**config.mk**
```make
export PLATFORM = sky130hd
export DESIGN_NAME = mem_bist
export DESIGN_NICKNAME = d
export VERILOG_FILES = /design/src/rtl/bist_pkg.sv /design/src/rtl/bist_fsm.sv /design/src/rtl/bist_datapath.sv /design/src/rtl/bist_result.sv /design/src/rtl/mem_bist.sv
export SDC_FILE = /design/constraint.sdc
export NUM_CORES = 1
export LEC_CHECK = 0
export BUFFER_PORTS_ARGS = -buffer_cell sky130_fd_sc_hd__buf_4
export CORE_ASPECT_RATIO = 0.75
export CORE_UTILIZATION = 54
export CTS_BUF_LIST = sky130_fd_sc_hd__clkbuf_4 sky130_fd_sc_hd__clkbuf_8 sky130_fd_sc_hd__clkbuf_16
export CTS_CLUSTER_DIAMETER = 80
export DETAILED_ROUTE_END_ITERATION = 16
export GPL_TIMING_DRIVEN = 1
export PLACE_DENSITY = 0.81
export REMOVE_ABC_BUFFERS = 1
export SETUP_SLACK_MARGIN = 0.4
export SLEW_MARGIN = 0
export SYNTH_ARGS = -nofsm -noshare
export SYNTH_HDL_FRONTEND = slang
export SYNTH_SLANG_ARGS = --single-unit
export TNS_END_PERCENT = 5
```
**constraint.sdc**
```tcl
create_clock -name clk -period 4.6 [get_ports clk]
set_clock_uncertainty 0.05 [all_clocks]
set_input_delay 1.38 -clock clk [delete_from_list [all_inputs] [get_ports clk]]
set_output_delay 1.38 -clock clk [all_outputs]
set_load 0.005 [all_outputs]
```
**src/rtl/bist_pkg.sv**
```systemverilog
package bist_pkg;
    typedef enum logic [3:0] {
        ST_IDLE,
        ST_DB_WR, ST_DB_RD, ST_DB_WAIT,
        ST_AB_WR, ST_AB_RD, ST_AB_WAIT,
        ST_AL_WR, ST_AL_RD, ST_AL_WAIT,
        ST_EX_WR, ST_EX_RD, ST_EX_WAIT,
        ST_DONE
    } bist_state_e;

    localparam logic [7:0] PAT_MARK = 8'hAA;
    localparam logic [7:0] PAT_ANTI = 8'h55;
endpackage

```
**src/rtl/bist_fsm.sv**
```systemverilog
module bist_fsm
    import bist_pkg::*;
#(
    parameter int DATA_W = 32,
    parameter int ADDR_W = 16,
    localparam int BIT_W = $clog2(DATA_W)
) (
    input  logic              clk,
    input  logic              rst_n,
    input  logic              start,
    input  logic              exhaustive,
    input  logic              rd_valid,
    input  logic              mismatch,
    output bist_state_e       state,
    output logic [ADDR_W-1:0] cur,
    output logic [BIT_W-1:0]  bit_idx,
    output logic              launch
);
    bist_state_e state_nx;
    logic        ex_q;
    logic        last_bit, last_pow, last_all, ok, bad;

    assign last_bit = (bit_idx == BIT_W'(DATA_W - 1));
    assign last_pow = cur[ADDR_W-1];
    assign last_all = &cur;
    assign ok       = rd_valid && !mismatch;
    assign bad      = rd_valid && mismatch;
    assign launch   = (state == ST_IDLE) && start;

    always_comb begin
        state_nx = state;
        unique case (state)
            ST_IDLE:    if (start) state_nx = ST_DB_WR;
            ST_DB_WR:   state_nx = ST_DB_RD;
            ST_DB_RD:   state_nx = ST_DB_WAIT;
            ST_DB_WAIT: if (bad) state_nx = ST_DONE;
                        else if (ok) state_nx = last_bit ? ST_AB_WR : ST_DB_WR;
            ST_AB_WR:   state_nx = ST_AB_RD;
            ST_AB_RD:   state_nx = ST_AB_WAIT;
            ST_AB_WAIT: if (bad) state_nx = ST_DONE;
                        else if (ok) state_nx = last_pow ? ST_AL_WR : ST_AB_WR;
            ST_AL_WR:   state_nx = ST_AL_RD;
            ST_AL_RD:   state_nx = ST_AL_WAIT;
            ST_AL_WAIT: if (bad) state_nx = ST_DONE;
                        else if (ok) begin
                            if (!last_pow)  state_nx = ST_AL_RD;
                            else if (ex_q)  state_nx = ST_EX_WR;
                            else            state_nx = ST_DONE;
                        end
            ST_EX_WR:   if (last_all) state_nx = ST_EX_RD;
            ST_EX_RD:   state_nx = ST_EX_WAIT;
            ST_EX_WAIT: if (bad) state_nx = ST_DONE;
                        else if (ok) state_nx = last_all ? ST_DONE : ST_EX_RD;
            ST_DONE:    state_nx = ST_IDLE;
            default:    state_nx = ST_IDLE;
        endcase
    end

    always_ff @(posedge clk or negedge rst_n) begin
        if (!rst_n) state <= ST_IDLE;
        else        state <= state_nx;
    end

    // Cursor, bit index and latched mode.
    always_ff @(posedge clk or negedge rst_n) begin
        if (!rst_n) begin
            cur     <= '0;
            bit_idx <= '0;
            ex_q    <= 1'b0;
        end else begin
            unique case (state)
                ST_IDLE: if (start) begin
                    bit_idx <= '0;
                    cur     <= '0;
                    ex_q    <= exhaustive;
                end
                ST_DB_WAIT: if (ok) begin
                    if (last_bit) cur <= ADDR_W'(1);
                    else          bit_idx <= bit_idx + BIT_W'(1);
                end
                ST_AB_WAIT: if (ok && !last_pow) cur <= cur << 1;
                ST_AL_WR:   cur <= ADDR_W'(1);
                ST_AL_WAIT: if (ok) cur <= last_pow ? '0 : (cur << 1);
                ST_EX_WR:   cur <= last_all ? '0 : (cur + ADDR_W'(1));
                ST_EX_WAIT: if (ok) cur <= cur + ADDR_W'(1);
                default: ;
            endcase
        end
    end

    // a start while busy must not re-launch the sequence
    p_launch_only_idle_r1: assert property (@(posedge clk) disable iff (!rst_n)
        (state != ST_IDLE) |=> (state != ST_DB_WR) || $past(state == ST_DB_WAIT));
endmodule

```
**src/rtl/bist_datapath.sv**
```systemverilog
module bist_datapath
    import bist_pkg::*;
#(
    parameter int DATA_W = 32,
    parameter int ADDR_W = 16,
    localparam int BIT_W = $clog2(DATA_W)
) (
    input  bist_state_e       state,
    input  logic [ADDR_W-1:0] cur,
    input  logic [BIT_W-1:0]  bit_idx,
    input  logic [DATA_W-1:0] rdata,
    output logic              req,
    output logic              we,
    output logic              wide,
    output logic [ADDR_W-1:0] addr,
    output logic [DATA_W-1:0] wdata,
    output logic [DATA_W-1:0] exp_val,
    output logic [DATA_W-1:0] got_val,
    output logic              mismatch
);
    logic [DATA_W-1:0] walk_val, alt_val;

    assign walk_val = DATA_W'(1) << bit_idx;
    assign alt_val  = DATA_W'(cur[0] ? PAT_MARK : PAT_ANTI);

    always_comb begin
        req     = 1'b0;
        we      = 1'b0;
        wide    = 1'b0;
        addr    = cur;
        wdata   = '0;
        exp_val = '0;
        unique case (state)
            ST_DB_WR:   begin req = 1'b1; we = 1'b1; wide = 1'b1; addr = '0; wdata = walk_val; end
            ST_DB_RD:   begin req = 1'b1; wide = 1'b1; addr = '0; end
            ST_DB_WAIT: begin wide = 1'b1; addr = '0; exp_val = walk_val; end
            ST_AB_WR:   begin req = 1'b1; we = 1'b1; wdata = DATA_W'(PAT_MARK); end
            ST_AB_RD:   req = 1'b1;
            ST_AB_WAIT: exp_val = DATA_W'(PAT_MARK);
            ST_AL_WR:   begin req = 1'b1; we = 1'b1; addr = '0; wdata = DATA_W'(PAT_ANTI); end
            ST_AL_RD:   req = 1'b1;
            ST_AL_WAIT: exp_val = DATA_W'(PAT_MARK);
            ST_EX_WR:   begin req = 1'b1; we = 1'b1; wdata = alt_val; end
            ST_EX_RD:   req = 1'b1;
            ST_EX_WAIT: exp_val = alt_val;
            default: ;
        endcase
    end

    assign got_val  = wide ? rdata : DATA_W'(rdata[7:0]);
    assign mismatch = (got_val != exp_val);
endmodule

```
**src/rtl/bist_result.sv**
```systemverilog
module bist_result
    import bist_pkg::*;
#(
    parameter int DATA_W = 32,
    parameter int ADDR_W = 16
) (
    input  logic              clk,
    input  logic              rst_n,
    input  bist_state_e       state,
    input  logic              launch,
    input  logic              rd_valid,
    input  logic              mismatch,
    input  logic [ADDR_W-1:0] addr,
    input  logic [DATA_W-1:0] exp_val,
    input  logic [DATA_W-1:0] got_val,
    input  logic              start,
    input  logic              busy,
    output logic              pass,
    output logic [ADDR_W-1:0] fail_addr,
    output logic [DATA_W-1:0] fail_exp,
    output logic [DATA_W-1:0] fail_got
);
    logic in_wait, failed_q, fin_q;

    always_comb begin
        unique case (state)
            ST_DB_WAIT, ST_AB_WAIT, ST_AL_WAIT, ST_EX_WAIT: in_wait = 1'b1;
            default: in_wait = 1'b0;
        endcase
    end

    always_ff @(posedge clk or negedge rst_n) begin
        if (!rst_n) begin
            failed_q  <= 1'b0;
            fin_q     <= 1'b0;
            fail_addr <= '0;
            fail_exp  <= '0;
            fail_got  <= '0;
        end else if (launch) begin
            failed_q  <= 1'b0;
            fin_q     <= 1'b0;
            fail_addr <= '0;
            fail_exp  <= '0;
            fail_got  <= '0;
        end else begin
            if (in_wait && rd_valid && mismatch) begin
                failed_q  <= 1'b1;
                fail_addr <= addr;
                fail_exp  <= exp_val;
                fail_got  <= got_val;
            end
            if (state == ST_DONE) fin_q <= 1'b1;
        end
    end

    assign pass = (fin_q || state == ST_DONE) && !failed_q;

    // results hold while idle and no start arrives
    p_result_hold_r9: assert property (@(posedge clk) disable iff (!rst_n)
        (!busy && !start && state != ST_DONE) |=> $stable(fail_addr) && $stable(pass));
endmodule

```
**src/rtl/mem_bist.sv**
```systemverilog
module mem_bist
    import bist_pkg::*;
#(
    parameter int DATA_W    = 32,
    parameter int MEM_BYTES = 65536,
    localparam int ADDR_W   = $clog2(MEM_BYTES),
    localparam int BIT_W    = $clog2(DATA_W)
) (
    input  logic              clk,
    input  logic              rst_n,
    input  logic              start,
    input  logic              exhaustive,
    output logic              mem_req,
    output logic              mem_we,
    output logic              mem_wide,
    output logic [ADDR_W-1:0] mem_addr,
    output logic [DATA_W-1:0] mem_wdata,
    input  logic              mem_rvalid,
    input  logic [DATA_W-1:0] mem_rdata,
    output logic              busy,
    output logic              done,
    output logic              pass,
    output logic [ADDR_W-1:0] fail_addr,
    output logic [DATA_W-1:0] fail_exp,
    output logic [DATA_W-1:0] fail_got
);
    generate
        if (DATA_W < 8 || (DATA_W % 8) != 0 || MEM_BYTES < 2 ||
            (MEM_BYTES & (MEM_BYTES - 1)) != 0) begin : g_bad_cfg
            initial $error("mem_bist: DATA_W must be a multiple of 8, MEM_BYTES a power of two >= 2");
        end
    endgenerate

    bist_state_e       state;
    logic [ADDR_W-1:0] cur;
    logic [BIT_W-1:0]  bit_idx;
    logic              launch, mismatch;
    logic [DATA_W-1:0] exp_val, got_val;

    bist_fsm #(.DATA_W(DATA_W), .ADDR_W(ADDR_W)) u_fsm (
        .clk(clk), .rst_n(rst_n), .start(start), .exhaustive(exhaustive),
        .rd_valid(mem_rvalid), .mismatch(mismatch),
        .state(state), .cur(cur), .bit_idx(bit_idx), .launch(launch)
    );

    bist_datapath #(.DATA_W(DATA_W), .ADDR_W(ADDR_W)) u_dp (
        .state(state), .cur(cur), .bit_idx(bit_idx), .rdata(mem_rdata),
        .req(mem_req), .we(mem_we), .wide(mem_wide), .addr(mem_addr),
        .wdata(mem_wdata), .exp_val(exp_val), .got_val(got_val), .mismatch(mismatch)
    );

    always_comb begin
        busy = (state != ST_IDLE) && (state != ST_DONE);
        done = (state == ST_DONE);
    end

    bist_result #(.DATA_W(DATA_W), .ADDR_W(ADDR_W)) u_res (
        .clk(clk), .rst_n(rst_n), .state(state), .launch(launch),
        .rd_valid(mem_rvalid), .mismatch(mismatch), .addr(mem_addr),
        .exp_val(exp_val), .got_val(got_val), .start(start), .busy(busy),
        .pass(pass), .fail_addr(fail_addr), .fail_exp(fail_exp), .fail_got(fail_got)
    );

    // busy only falls into the done cycle
    p_busy_ends_done_r1: assert property (@(posedge clk) disable iff (!rst_n)
        $fell(busy) |-> done);
    // busy only rises after a start pulse
    p_busy_from_start_r1: assert property (@(posedge clk) disable iff (!rst_n)
        $rose(busy) |-> $past(start));
    // nothing is requested in the cycle after a read request
    p_single_read_r8: assert property (@(posedge clk) disable iff (!rst_n)
        (mem_req && !mem_we) |=> !mem_req);
    // done lasts a single cycle
    p_done_pulse_r9: assert property (@(posedge clk) disable iff (!rst_n)
        done |=> !done);
    // a failed run issues no request in its done cycle
    p_stop_on_fail_r7: assert property (@(posedge clk) disable iff (!rst_n)
        (done && !pass) |-> !mem_req);
endmodule

```
# --- Word-level counts from Yosys, hierarchy flattened ---
# Index checks and enable logic that the tools add are counted.
totals:
  regBits: 108
op_classes:
  n_mux: 48
  eq_ne: 28
  n_reduce_logical: 29
  n_shift: 1
  addsub: 2
ops:
  columns: ["operator", "count"]
  rows:
  - ["16-bit 2-to-1 mux", 11]
  - ["32-bit 2-to-1 mux", 5]
  - ["32-bit one-hot mux with 4 select lines", 1]
  - ["16-bit one-hot mux with 7 select lines", 1]
  - ["32-bit one-hot mux with 3 select lines", 1]
  - ["4-bit one-hot mux with 13 select lines", 1]
  - ["4-bit 2-to-1 mux", 11]
  - ["32-bit inequality test", 1]
  - ["1-bit by 5-bit << shifter with 32-bit output (first input constant)", 1]
  - ["4-bit == test (second input constant)", 6]
  - ["16-bit by 1-bit adder with 16-bit output (second input constant)", 1]
  - ["4-bit by 3-bit == test with 1-bit output (second input constant)", 4]
  - ["2-bit inequality test (second input constant)", 8]
  - ["16-bit AND reduction", 1]
  - ["5-bit 2-to-1 mux", 3]
  - ["3-bit inequality test (second input constant)", 4]
  - ["4-bit OR reduction", 3]
  - ["5-bit one-hot mux with 2 select lines", 1]
  - ["3-bit 2-to-1 mux", 3]
  - ["4-bit by 2-bit == test with 1-bit output (second input constant)", 2]
  - ["1-bit logical AND", 8]
  - ["1-bit 2-to-1 mux", 8]
  - ["8-bit 2-to-1 mux", 1]
  - ["8-bit OR reduction", 1]
  - ["17 further kinds", 21]

# --- Depth between registers and ports, before layout ---
# Gate-level depths: netlist of the first run.
logic_depth:
  depth_word: 10
  mapped_depth: 16
  mapped_depth_nobuf: 11

# --- Modules after synthesis ---
# Synthesis of the first run repeated with hierarchy kept, for this count alone.
hier_totals:
  cells_unflattened: 888
  area_unflattened_um2: 7943.9
modules_own_cells:
  columns: ["mod", "instances", "area_per_inst_um2", "cells_each"]
  rows:
  - ["bist_result", 1, 4156.5, 358]
  - ["bist_fsm", 1, 2014.4, 235]
  - ["bist_datapath", 1, 1752.9, 292]
  - ["mem_bist", 1, 20.0, 3]

# --- Worst setup path after synthesis of the first run ---
# No wires, ideal clock.
synth_path:
  path_type: "input-to-reg"
  from: "input port mem_rdata[9]"
  to: "register u_fsm.state[3]"
  arrival_ns: 3.319
  cell_stages: 9
  setup_time_ns: 0.120
  path_slack_ns: 1.112
  t_required_ns: 4.430
  cell_sequence: "and3b_1 -> o211ai_1 -> a32oi_1 -> nand4_1 -> or4b_4 -> nor3_4 -> a21oi_1 -> maj3_1 -> a31o_1"
synth_via:
  elab_chain_cells: 6
  word_cells_on_any_way: 15
synth_rtl:
  columns: ["item", "line", "rtl"]
  rows:
  - ["start: declaration", "mem_bist.sv:19", "input logic [DATA_W-1:0] mem_rdata,"]
  - ["32-bit 2-to-1 mux *", "bist_datapath.sv:50", "assign got_val = wide ? rdata : DATA_W'(rdata[7:0]);"]
  - ["32-bit inequality test *", "bist_datapath.sv:51", "assign mismatch = (got_val != exp_val);"]
  - ["1-bit zero test", "bist_fsm.sv:26", "assign ok = rd_valid && !mismatch;"]
  - ["1-bit logical AND", "bist_fsm.sv:26", null]
  - ["3-bit inequality test (no line)", null, null]
  - ["6-bit AND reduction (no line)", null, null]
  - ["end signal: assignment", "bist_fsm.sv:61", "else state <= state_nx;"]
  - ["end: declaration", "bist_fsm.sv:14", "output bist_state_e state,"]
# Every way passes the cells marked *; elsewhere a longest branch is shown, timed or not.
# A chain may end at the register's enable or synchronous reset.

# --- Worst setup path after layout of the first run ---
layout_path:
  from: "register u_fsm.bit_idx[0]"
  to: "register u_res.fail_exp[6]"
layout_via:
  elab_chain_cells: 5
  word_cells_on_any_way: 7
layout_rtl:
  columns: ["item", "line", "rtl"]
  rows:
  - ["start: declaration", "bist_fsm.sv:16", "output logic [BIT_W-1:0] bit_idx,"]
  - ["start signal: assignment", "bist_fsm.sv:79", "else bit_idx <= bit_idx + BIT_W'(1);"]
  - ["1-bit by 5-bit << shifter with 32-bit output *", "bist_datapath.sv:23", "assign walk_val = DATA_W'(1) << bit_idx;"]
  - ["32-bit one-hot mux with 3 select lines *", "bist_datapath.sv:33", "unique case (state)"]
  - ["32-bit inequality test", "bist_datapath.sv:51", null]
  - ["1-bit logical AND", "bist_result.sv:46", "if (in_wait && rd_valid && mismatch) begin"]
  - ["2-bit nonzero test (no line)", null, null]
  - ["end signal: assignment", "bist_result.sv:49", "fail_exp <= exp_val;"]
  - ["end: declaration", "bist_result.sv:20", "output logic [DATA_W-1:0] fail_exp,"]
# Every way passes the cells marked *; elsewhere a longest branch is shown, timed or not. The select of a mux whose other input is x is not followed.

==> impl_metrics.py, run 1 <==
metrics = {
    "run_status": {
        "status": "finished, final reports clean",
    },
    "clocking": {
        "cts_hold_buf": 0,
        "cts.path.max_buffers": 2,
        "cts_tree": "built",
        "cts_made_buffers": 9,
        "cts_root_buf": "clkbuf_16",
        "insertion_delay_ps": 360,
        "cts.sinks": 108,
        "htree_levels": 3,
        "path_clk_slew_ps": 70,
    },
    "synth": {
        "netlist_instances": 850,
        "synth_top_flop_cell": "dfrtp_1",
        "syn_avg_cell_area_um2": 7.98,
        "netlist_area_um2": 6780,
        "synth_top_cell_area_share": 0.398,
        "yosysSeqAreaShare": 0.398,
        "netlist_top_cells_count": "108 x dfrtp_1, 105 x nand3_1, 80 x nand2_1",
        "yosysMostFrequentCell": "dfrtp_1",
        "synth_async_sr_flop_share": 1.00,
        "synthTopCellsByArea": "dfrtp_1 40%, nand3_1 7.7%, o21ai_0 4.9%, nand2_1 4.4%, o21ai_1 4.2%",
        "yosysTopAreaCell": "dfrtp_1",
        "synth_seq_cells": 108,
        "synth-edff-count": 0,
        "ys.warnings.count": 0,
        "synth.distinct_cells": 73,
    },
    "die": {
        "die_h_um": 99.1,
        "core_area_um2": 12300,
        "row_count": 35,
        "dieArea_um2": 13000,
        "io_pins": 171,
        "die_w_um": 131,
        "start_util": 0.553,
    },
    "setup_path": {
        "cpPeakStageDelay_ps": 550,
        "cp_top_family": "simple AND/OR/NAND/NOR gates",
        "critPathLaunchType": "flip-flop",
        "worst-path-buf-inv": 2,
        "cp_max_fo": 37,
        "worst_setup_path_end_kind": "flip-flop",
        "required_ps": 4830,
        "cp_cell_sequence": "inv_1 -> ha_1 -> nand3_1 -> or3_1 -> a32oi_1 -> nand4_1 -> or4b_4 -> nor3_4 -> a211o_4 -> buf_4 -> nor3_1 -> a21oi_1",
        "crit_arrival_ps": 4250,
        "crit_path_top_delay_cell": "or4b_4",
        "path_class": "flip-flop to flip-flop",
    },
    "global_routing": {
        "grt_pass1_wl_mm": 33.0,
        "grt_max_degree": 62,
        "grt_use_total": 0.317,
        "use_met2": 0.471,
        "grt_util_met3": 0.0715,
        "grt-ovfl-total": 0,
        "grt_pass1_vias": 6289,
        "antenna_found_initial": 0,
        "met1_usage": 0.467,
        "grt_busiest_layer": "met2",
    },
    "detailed_routing": {
        "wl_mm": 20.1,
        "wire_per_inst_um": 17.5,
        "routed_via_density": 6.06,
        "detail-route-antenna-nets": 0,
        "vias": 6962,
        "drt_first_pass_iters": 6,
        "drt_iter0_drc": 704,
        "drc": 0,
    },
    "sta": {
        "finalHoldViolCount": 0,
        "worst_pin_slew_ps": 866,
        "fmax_ghz": 0.249,
        "finalSetupViolCount": 0,
        "final.min_clock_period_ps": 4020,
        "finalCritPeriodShare": 0.875,
        "relSlewSlack": 0.423,
        "rsz0062_at_grt": "true",
        "tns_ps": 0,
        "setup_slack_ps": 576,
        "timing.final.max_slew_violations": 0,
    },
    "place": {
        "io_buffers": 170,
        "place_congestion": 0.899,
        "dp_slack_ps": 460,
        "hpwl_mm": 14.1,
    },
    "pwr": {
        "p_per_area_nw_per_um2": 494,
        "p_leak_nw": 3.84,
        "vdd_drop_max_v": 0.000386,
    },
    "layout": {
        "fillerInstances": 1059,
        "syn2layout_area_growth_pct": 23.4,
        "antenna_cells": 0,
        "drive_gt1_frac": 0.225,
        "finalNetCount": 1023,
        "fin_util": 0.682,
    },
    "min_path": {
        "hp-class": "flip-flop to flip-flop",
    },
    "flow_run": {
        "maxCapViolations": 0,
    },
}
area by class of cell:
class | count | area (um2) | area share
well taps | 166 | 208 | 0.0248
inverters | 42 | 158 | 0.0188
repair buffers | 190 | 1460 | 0.175
flip-flops and latches | 108 | 2700 | 0.323
multi-input cells | 627 | 3550 | 0.425
clock inverters | 7 | 55.1 | 0.00658
clock buffers | 9 | 225 | 0.0269
registers in the layout, indices dropped and copies added, names as in the netlist:
register and cells:
u_fsm.ex_q 1, u_res.fail_got 32, u_res.fin_q 1, u_fsm.bit_idx 5
u_res.fail_exp 32, u_res.fail_addr 16, u_fsm.state 4, u_res.failed_q 1
u_fsm.cur 16
where the power goes:
| part | switching, mW | leakage, nW | internal (mW) |
|---|---|---|---|
| sequential | 0.198 | 1.48 | 1.15 |
| clock | 0.376 | 0.139 | 0.376 |
| combinational | 1.26 | 2.22 | 0.771 |
| total | 1.84 | 3.84 | 2.30 |
path summary, 6_finish.rpt:
check,startpoint,end,slack [ps],cells after the start
max reg2reg,u_fsm.bit_idx[0],u_res.fail_exp[6],580,12
max,u_fsm.bit_idx[0],u_res.fail_exp[6],580,12
min,u_res.fail_got[15],u_res.fail_got[15],460,2
min in group asynchronous,rst_n,u_res.fail_got[31],990,1
min reg2reg,u_res.fail_got[15],u_res.fail_got[15],460,2
max in group asynchronous,rst_n,u_res.fail_addr[13],2760,2
logic make-up after synthesis:
group	share of synthesized area
flip-flops	0.398
XOR/XNOR	0.00387
multiplexers	0.0122
AO/OA/AOI/OAI	0.209
AND/OR/NAND/NOR	0.279
buffers and inverters	0.0808
adder cells (fa/ha/maj)	0.0162
worst min-delay path, cell delays in order, from the launching register on:
cell	delay, ps
dfrtp_1	350
nand3_1	60
o21ai_1	70
per-stage QoR:
stage | power [mW] | area [um2] | cells | hold slack (ps)
final | 4.13 | 8370 | 1149 | 459
after global routing | 4.40 | 8370 | 1149 | 477
after CTS | 4.10 | 8370 | 1149 | 461
after detailed placement | 3.34 | 8090 | 1133 | 444
after global placement | 3.31 | 8090 | 1133 | 436
after floorplan | 2.43 | 6390 | 777 | 435
routing by layer:
layer / up-vias / part of all wire
met5: - / 0
met4: 0 / 0.016
met3: 31 / 0.098
met2: 384 / 0.43
met1: 3229 / 0.45
li1: 3318 / -
cell usage in the layout (no fill, tap or decap), types with 5 or more instances in the layout:
cell and n:
a21oi_1 32, o21ai_0 67, o211ai_1 10, nor2_1 70, buf_4 187, and3_1 7
ha_1 8, nand2_1 80, nor3b_1 5, o31ai_1 16, inv_1 39, nor2b_1 14
clkbuf_16 9, dfrtp_1 107, nand4_1 10, nand3b_1 5, o22ai_1 7, nor3_1 15
nor4_1 10, nand3_1 104, o21ai_1 57, mux2i_1 6, a31oi_1 11, nand2b_1 12
repair_timing:
item                                    CTS  global route
endpoints found under the hold margin     0             0
endpoints found under the setup margin    0            26
setup buffers                             0             0
resized for setup                         0             1
Power figures use the tool's default switching activity.
==> run 2, diff against run 1 <==
--- a/config.mk
+++ b/config.mk
@@ -11,7 +11,7 @@
 export CTS_BUF_LIST = sky130_fd_sc_hd__clkbuf_4 sky130_fd_sc_hd__clkbuf_8 sky130_fd_sc_hd__clkbuf_16
 export CTS_CLUSTER_DIAMETER = 80
 export DETAILED_ROUTE_END_ITERATION = 16
-export GPL_TIMING_DRIVEN = 1
+export GPL_TIMING_DRIVEN = 0
 export PLACE_DENSITY = 0.81
 export REMOVE_ABC_BUFFERS = 1
 export SETUP_SLACK_MARGIN = 0.4
==> run 2 against run 1 <==
  * Non-clock buffer count down 16
  * Sequential power up 4%
  * Worst hold slack worse by 9.9 ps
  * Core utilization unchanged
  * Register-to-register slack worse by 120 ps
  * Final cell count down 1.1%
  * Via count up 1.1%
  * Setup slack worse by 200 ps
  * Final area unchanged
  * Fmax down 4.7%
  * Critical endpoint is now mem_wdata[19]
==> impl_metrics.py, run 2 (same netlist as run 1, synthesis figures left out) <==
metrics = {
    "sta": {
        "finalSetupViolCount": 0,
        "rsz0062_at_grt": "true",
        "fmax_ghz": 0.237,
        "finalCritPeriodShare": 0.917,
        "finalHoldViolCount": 0,
        "timing.final.max_slew_violations": 0,
        "setup_slack_ps": 380,
        "final.min_clock_period_ps": 4220,
        "tns_ps": 0,
        "relSlewSlack": 0.427,
        "whs_ps": 449,
        "worst_pin_slew_ps": 859,
    },
    "global_routing": {
        "grt-ovfl-total": 0,
        "grt_pass1_vias": 6216,
        "grt_use_total": 0.321,
        "grt_pass1_wl_mm": 33.3,
        "antenna_found_initial": 0,
        "grt_max_degree": 109,
    },
    "setup_path": {
        "reg2reg_from": "u_fsm.state[1]",
        "crit_path_top_delay_cell": "nand3_1",
        "required_ps": 3170,
        "reg2reg_depth": 11,
        "cp_max_fo": 28,
        "reg2reg_slack_ps": 460,
        "worst-path-buf-inv": 1,
        "critPathLaunchType": "flip-flop",
        "path_class": "flip-flop to primary output",
        "cp_cell_sequence": "nor2b_1 -> nand3_1 -> nor2_1 -> buf_4",
        "cp_top_family": "simple AND/OR/NAND/NOR gates",
        "worst_setup_path_end_kind": "primary output",
        "cpPeakStageDelay_ps": 690,
        "crit_arrival_ps": 2790,
        "timing.rr.end": "u_res.fail_exp[0]",
    },
    "die": {
        "start_util": 0.553,
        "io_pins": 171,
        "dieArea_um2": 13000,
        "die_w_um": 131,
        "core_area_um2": 12300,
        "die_h_um": 99.1,
        "row_count": 35,
    },
    "place": {
        "dp_slack_ps": -639,
        "hpwl_mm": 13.5,
        "dp.cells": 1116,
        "io_buffers": 170,
        "place_congestion": 0.905,
    },
    "pwr": {
        "vdd_drop_max_v": 0.000310,
        "p_leak_nw": 3.78,
        "p_per_area_nw_per_um2": 502,
    },
    "clocking": {
        "cts.sinks": 108,
        "cts.path.max_buffers": 2,
        "cts_tree": "built",
        "cts_hold_buf": 0,
        "htree_levels": 3,
        "insertion_delay_ps": 350,
        "path_clk_slew_ps": 70,
        "cts_made_buffers": 9,
        "post_cts_buffers": 0,
        "cts_root_buf": "clkbuf_16",
    },
    "detailed_routing": {
        "drt_iter0_drc": 878,
        "vias": 7037,
        "wire_per_inst_um": 18.5,
        "wl_mm": 21.0,
        "routed_via_density": 6.19,
        "detail-route-antenna-nets": 0,
        "drt_first_pass_iters": 5,
        "drc": 0,
    },
    "layout": {
        "fillerInstances": 1035,
        "stdcell_count": 1136,
        "final_common_cell": "buf_4",
        "antenna_cells": 0,
        "finalNetCount": 1010,
        "most-common-layout-cells": "169 x buf_4, 104 x nand3_1, 101 x dfrtp_1, 80 x nand2_1, 70 x nor2_1",
        "top_regs": "u_res.fail_exp: 32 flops, u_res.fail_got: 32 flops",
        "fin_util": 0.682,
        "drive_gt1_frac": 0.224,
        "syn2layout_area_growth_pct": 23.4,
    },
    "min_path": {
        "hp-class": "flip-flop to flip-flop",
        "hold_end": "u_res.fail_exp[22]",
        "hold_path.startpoint": "u_res.fail_exp[22]",
        "hold_depth": 2,
    },
    "run_status": {
        "status": "finished, final reports clean",
    },
    "flow_run": {
        "maxCapViolations": 0,
    },
}
run 2: worst max path at each step:
stage,start,depth (start not counted),slack (ps),end
detailed placement,u_fsm.state[1],10,-640,u_res.fail_exp[0]
global route,u_fsm.state[0],4,180,mem_wdata[19]
CTS,u_fsm.state[2],4,440,mem_wdata[5]
finish,u_fsm.state[0],4,380,mem_wdata[19]
global placement,u_fsm.state[1],8,-3150,u_res.fail_got[18]
floorplan,u_fsm.state[2],9,-1160,u_res.fail_exp[0]
run 2: timing repair:
item | CTS | global route
gates resized for setup | 9 | 4
endpoints found under the hold margin | 0 | 0
gates cloned | 3 | 0
pin swaps | 2 | 0
endpoints found under the setup margin | 138 | 132
run 2: stage by stage:
step	area (um2)	power [mW]
2_1_floorplan	6390	2.43
3_3_place_gp	7880	3.20
3_5_place_dp	7970	3.30
4_1_cts	8320	4.14
5_1_grt	8370	4.45
6_report	8370	4.20
run 2: report_power, final:
part	internal [mW]	switching, mW
clock network	0.410	0.360
registers	1.15	0.263
logic	0.770	1.24
total	2.33	1.87
run 2: routing by layer:
| metal | track usage | part of all wire | vias to the layer above |
|---|---|---|---|
| met4 | 0.0930 | 0.017 | 0 |
| li1 | - | - | 3288 |
| met3 | 0.0710 | 0.090 | 38 |
| met5 | 0 | 0 | - |
| met2 | 0.475 | 0.45 | 353 |
| met1 | 0.471 | 0.45 | 3358 |
run 2: final cells by class:
cell class	instances	area [um2]	area share
Clock buffer	13	268	0.0320
Sequential cell	108	2710	0.324
Tap cell	166	208	0.0248
Timing Repair Buffer	174	1370	0.164
Clock inverter	3	21.3	0.00254
Inverter	42	161	0.0193
Multi-Input combinational cell	630	3630	0.434
run 2: worst reg2reg max path, delay by kind of cell, from the launching register on:
kind / cells / cell delay (ps)
simple gates: 7 / 2110
compound gates: 2 / 710
flops: 1 / 610
buf+inv: 2 / 560
==> run 3, diff against run 2 <==
--- a/config.mk
+++ b/config.mk
@@ -5,6 +5,7 @@
 export SDC_FILE = /design/constraint.sdc
 export NUM_CORES = 1
 export LEC_CHECK = 0
+export ABC_AREA = 1
 export BUFFER_PORTS_ARGS = -buffer_cell sky130_fd_sc_hd__buf_4
 export CORE_ASPECT_RATIO = 0.75
 export CORE_UTILIZATION = 54
@@ -12,11 +13,10 @@
 export CTS_CLUSTER_DIAMETER = 80
 export DETAILED_ROUTE_END_ITERATION = 16
 export GPL_TIMING_DRIVEN = 0
-export PLACE_DENSITY = 0.81
+export PLACE_DENSITY = 0.82
 export REMOVE_ABC_BUFFERS = 1
 export SETUP_SLACK_MARGIN = 0.4
 export SLEW_MARGIN = 0
 export SYNTH_ARGS = -nofsm -noshare
 export SYNTH_HDL_FRONTEND = slang
 export SYNTH_SLANG_ARGS = --single-unit
-export TNS_END_PERCENT = 5
==> run 3 against run 2 <==
  * Register-to-register slack improved by 190 ps
  * Synthesized cell count is 11% higher
  * Combinational power shrank 2%
  * Die area shrank 4.9%
  * Largest power group unchanged
==> impl_metrics.py, run 3 <==
metrics = {
    "synth": {
        "yosysMostFrequentCell": "nand2_1",
        "synthXorXnorAreaFrac": 0.0150,
        "synth_top_flop_cell": "dfrtp_1",
        "synth_top_cell_area_share": 0.420,
        "synth_async_sr_flop_share": 1.00,
        "ys.warnings.count": 0,
        "yosysSeqAreaShare": 0.420,
        "synth.area.mux_share": 0,
        "synth_seq_cells": 108,
        "synth.distinct_cells": 34,
        "synth_top_family_by_area": "simple AND/OR/NAND/NOR gates",
        "yosysTopAreaCell": "dfrtp_1",
        "netlist_area_um2": 6440,
        "synth_fa_ha_area_frac": 0.0155,
        "synth-simple-area-share": 0.364,
        "synthTopCellsByArea": "dfrtp_1 42%, nand2_1 19%, nor2_1 7.3%, o21ai_0 6.4%, nand3_1 5.7%",
        "netlist_top_cells_count": "318 x nand2_1, 125 x nor2_1, 108 x dfrtp_1",
        "netlist_instances": 941,
        "synth-edff-count": 0,
        "syn_avg_cell_area_um2": 6.85,
        "synth_compound_area_frac": 0.0962,
    },
    "sta": {
        "relSlewSlack": 0.288,
        "finalCritPeriodShare": 0.890,
        "setup_slack_ps": 505,
        "finalSetupViolCount": 0,
        "fmax_ghz": 0.244,
        "timing.final.max_slew_violations": 0,
        "finalHoldViolCount": 0,
        "rsz0062_at_grt": "false",
        "final.min_clock_period_ps": 4090,
        "worst_pin_slew_ps": 1060,
    },
    "clocking": {
        "path_clk_slew_ps": 70,
        "cts_made_buffers": 9,
        "cts.sinks": 108,
        "cts.path.max_buffers": 2,
        "cts_tree": "built",
        "cts_hold_buf": 0,
        "cts_root_buf": "clkbuf_16",
        "htree_levels": 3,
        "insertion_delay_ps": 340,
    },
    "die": {
        "row_count": 34,
        "core_area_um2": 11600,
        "io_pins": 171,
        "start_util": 0.555,
        "die_w_um": 128,
        "dieArea_um2": 12400,
        "die_h_um": 96.6,
    },
    "min_path": {
        "hold_end": "u_res.fail_addr[10]",
        "hold_depth": 2,
        "hold_path.startpoint": "u_res.fail_addr[10]",
        "hp-class": "flip-flop to flip-flop",
    },
    "setup_path": {
        "crit_arrival_ps": 2660,
        "cp_max_fo": 28,
        "path_class": "flip-flop to primary output",
        "worst_setup_path_end_kind": "primary output",
        "required_ps": 3170,
        "reg2reg_from": "u_fsm.bit_idx[3]",
        "timing.rr.end": "u_res.fail_got[7]",
        "reg2reg_depth": 20,
        "critPathLaunchType": "flip-flop",
        "reg2reg_slack_ps": 650,
    },
    "layout": {
        "multi_input_area_um2": 3190,
        "most-common-layout-cells": "317 x nand2_1, 171 x buf_4, 125 x nor2_1, 106 x dfrtp_1, 83 x inv_1",
        "antenna_cells": 0,
        "top_regs": "u_res.fail_exp: 32 flops, u_res.fail_got: 32 flops",
        "stdcell_count": 1253,
        "drive_gt1_frac": 0.203,
        "syn2layout_area_growth_pct": 25.6,
        "fillerInstances": 1017,
        "final_common_cell": "nand2_1",
        "register_area_um2": 2710,
        "finalNetCount": 1132,
    },
    "run_status": {
        "status": "finished, final reports clean",
    },
    "place": {
        "io_buffers": 170,
        "dp.cells": 1232,
        "place_congestion": 0.940,
        "hpwl_mm": 13.2,
        "dp_slack_ps": -121,
    },
    "detailed_routing": {
        "detail-route-antenna-nets": 0,
        "drt_iter0_drc": 586,
        "routed_via_density": 5.32,
        "top_layer": "met4",
        "drt_first_pass_iters": 5,
        "vias": 6672,
        "met1_length_mm": 8.92,
        "wl_met3_mm": 1.68,
        "wl_met2_mm": 8.02,
        "wl_mm": 18.9,
        "drc": 0,
        "wire_per_inst_um": 15.1,
    },
    "pwr": {
        "p_comb_frac": 0.497,
        "p_leak_nw": 4.28,
        "intPower_mw": 2.15,
        "switching_share": 0.456,
        "power_frac_seq": 0.321,
        "p_sw_mw": 1.81,
        "vdd_drop_max_v": 0.000256,
        "p_per_area_nw_per_um2": 489,
        "power_frac_clock": 0.182,
    },
    "global_routing": {
        "grt_max_degree": 109,
        "antenna_found_initial": 0,
        "grt_pass1_wl_mm": 29.5,
        "grt-ovfl-total": 0,
        "grt_use_total": 0.309,
        "grt_pass1_vias": 5737,
    },
    "flow_run": {
        "maxCapViolations": 0,
    },
}
-- run 3: changes by cell type after synthesis, moves of 14 or more --
| cell | before | now |
|---|---|---|
| a21oi_1 | 32 | 8 |
| clkbuf_1 | 36 | 12 |
| inv_1 | 39 | 84 |
| nand2_1 | 80 | 318 |
| nand3_1 | 105 | 73 |
| nor2_1 | 70 | 125 |
| nor2b_1 | 14 | 0 |
| o21ai_0 | 67 | 82 |
| o21ai_1 | 57 | 7 |
| o31ai_1 | 16 | 0 |
-- run 3: power groups by stage --
| stage | logic, mW | clock network [mW] | registers [mW] |
|---|---|---|---|
| 6_report | 1.97 | 0.721 | 1.27 |
| 5_1_grt | 2.19 | 0.766 | 1.29 |
| 4_1_cts | 1.90 | 0.732 | 1.27 |
| 3_5_place_dp | 1.87 | 0 | 1.28 |
| 3_3_place_gp | 1.82 | 0 | 1.28 |
| 2_1_floorplan | 1.07 | 0 | 1.28 |
-- run 3: final cells by class --
class	count	area share
multi-input cells	701	0.395
clock inverters	4	0.00340
well taps	162	0.0251
inverters	92	0.0450
repair inverters	1	0.000619
repair buffers	174	0.167
flip-flops and latches	108	0.335
clock buffers	11	0.0297
-- run 3: logic make-up (layout without fill, tap and decap cells) --
group,after synthesis,count (layout)
flops,108,108
xor+xnor,11,11
fa+ha+maj,8,8
compound gates,114,114
simple gates,566,568
buf+inv,134,282
-- run 3: worst max path at each step --
stage	slack, ps	startpoint	endpoint
after floorplan	770	mem_rdata[23]	u_res.fail_exp[12]
after global placement	-590	u_fsm.bit_idx[4]	u_res.fail_exp[30]
after detailed placement	-120	u_fsm.bit_idx[4]	u_res.fail_got[29]
after CTS	400	u_fsm.state[2]	u_res.fail_got[7]
after global routing	410	u_fsm.bit_idx[3]	u_res.fail_got[7]
final	510	u_fsm.state[2]	mem_wdata[13]
-- run 3: per-stage QoR --
stage	TNS (ps)	hold WS, ps	cell area, um2	util	total power [mW]
finish	0	423	8090	0.697	3.96
global route	0	444	8090	0.697	4.24
CTS	0	428	8010	0.690	3.90
detailed placement	-3990	412	7720	0.665	3.15
global placement	-36920	406	7690	0.662	3.09
floorplan	0	393	6210	-	2.35
-- run 3: timing repair --
item,4_1_cts,5_1_grt
gates cloned,2,1
pin swaps,1,2
endpoints found under the setup margin,96,81
resized for setup,5,7
buffers inserted,0,2
-- run 3: per-layer routing --
metal | global-route usage | vias to the layer above
met5 | 0 | -
met4 | 0.0824 | 0
met3 | 0.0672 | 27
met2 | 0.440 | 304
met1 | 0.469 | 3049
li1 | - | 3292
-- run 3: worst max-delay path, stage by stage, from the launching register on --
cell      delay (ps)
dfrtp_1          470
inv_2            140
nand2_2          170
nor2_1           470
clkinv_2         490
nor4_1           400
buf_4            180
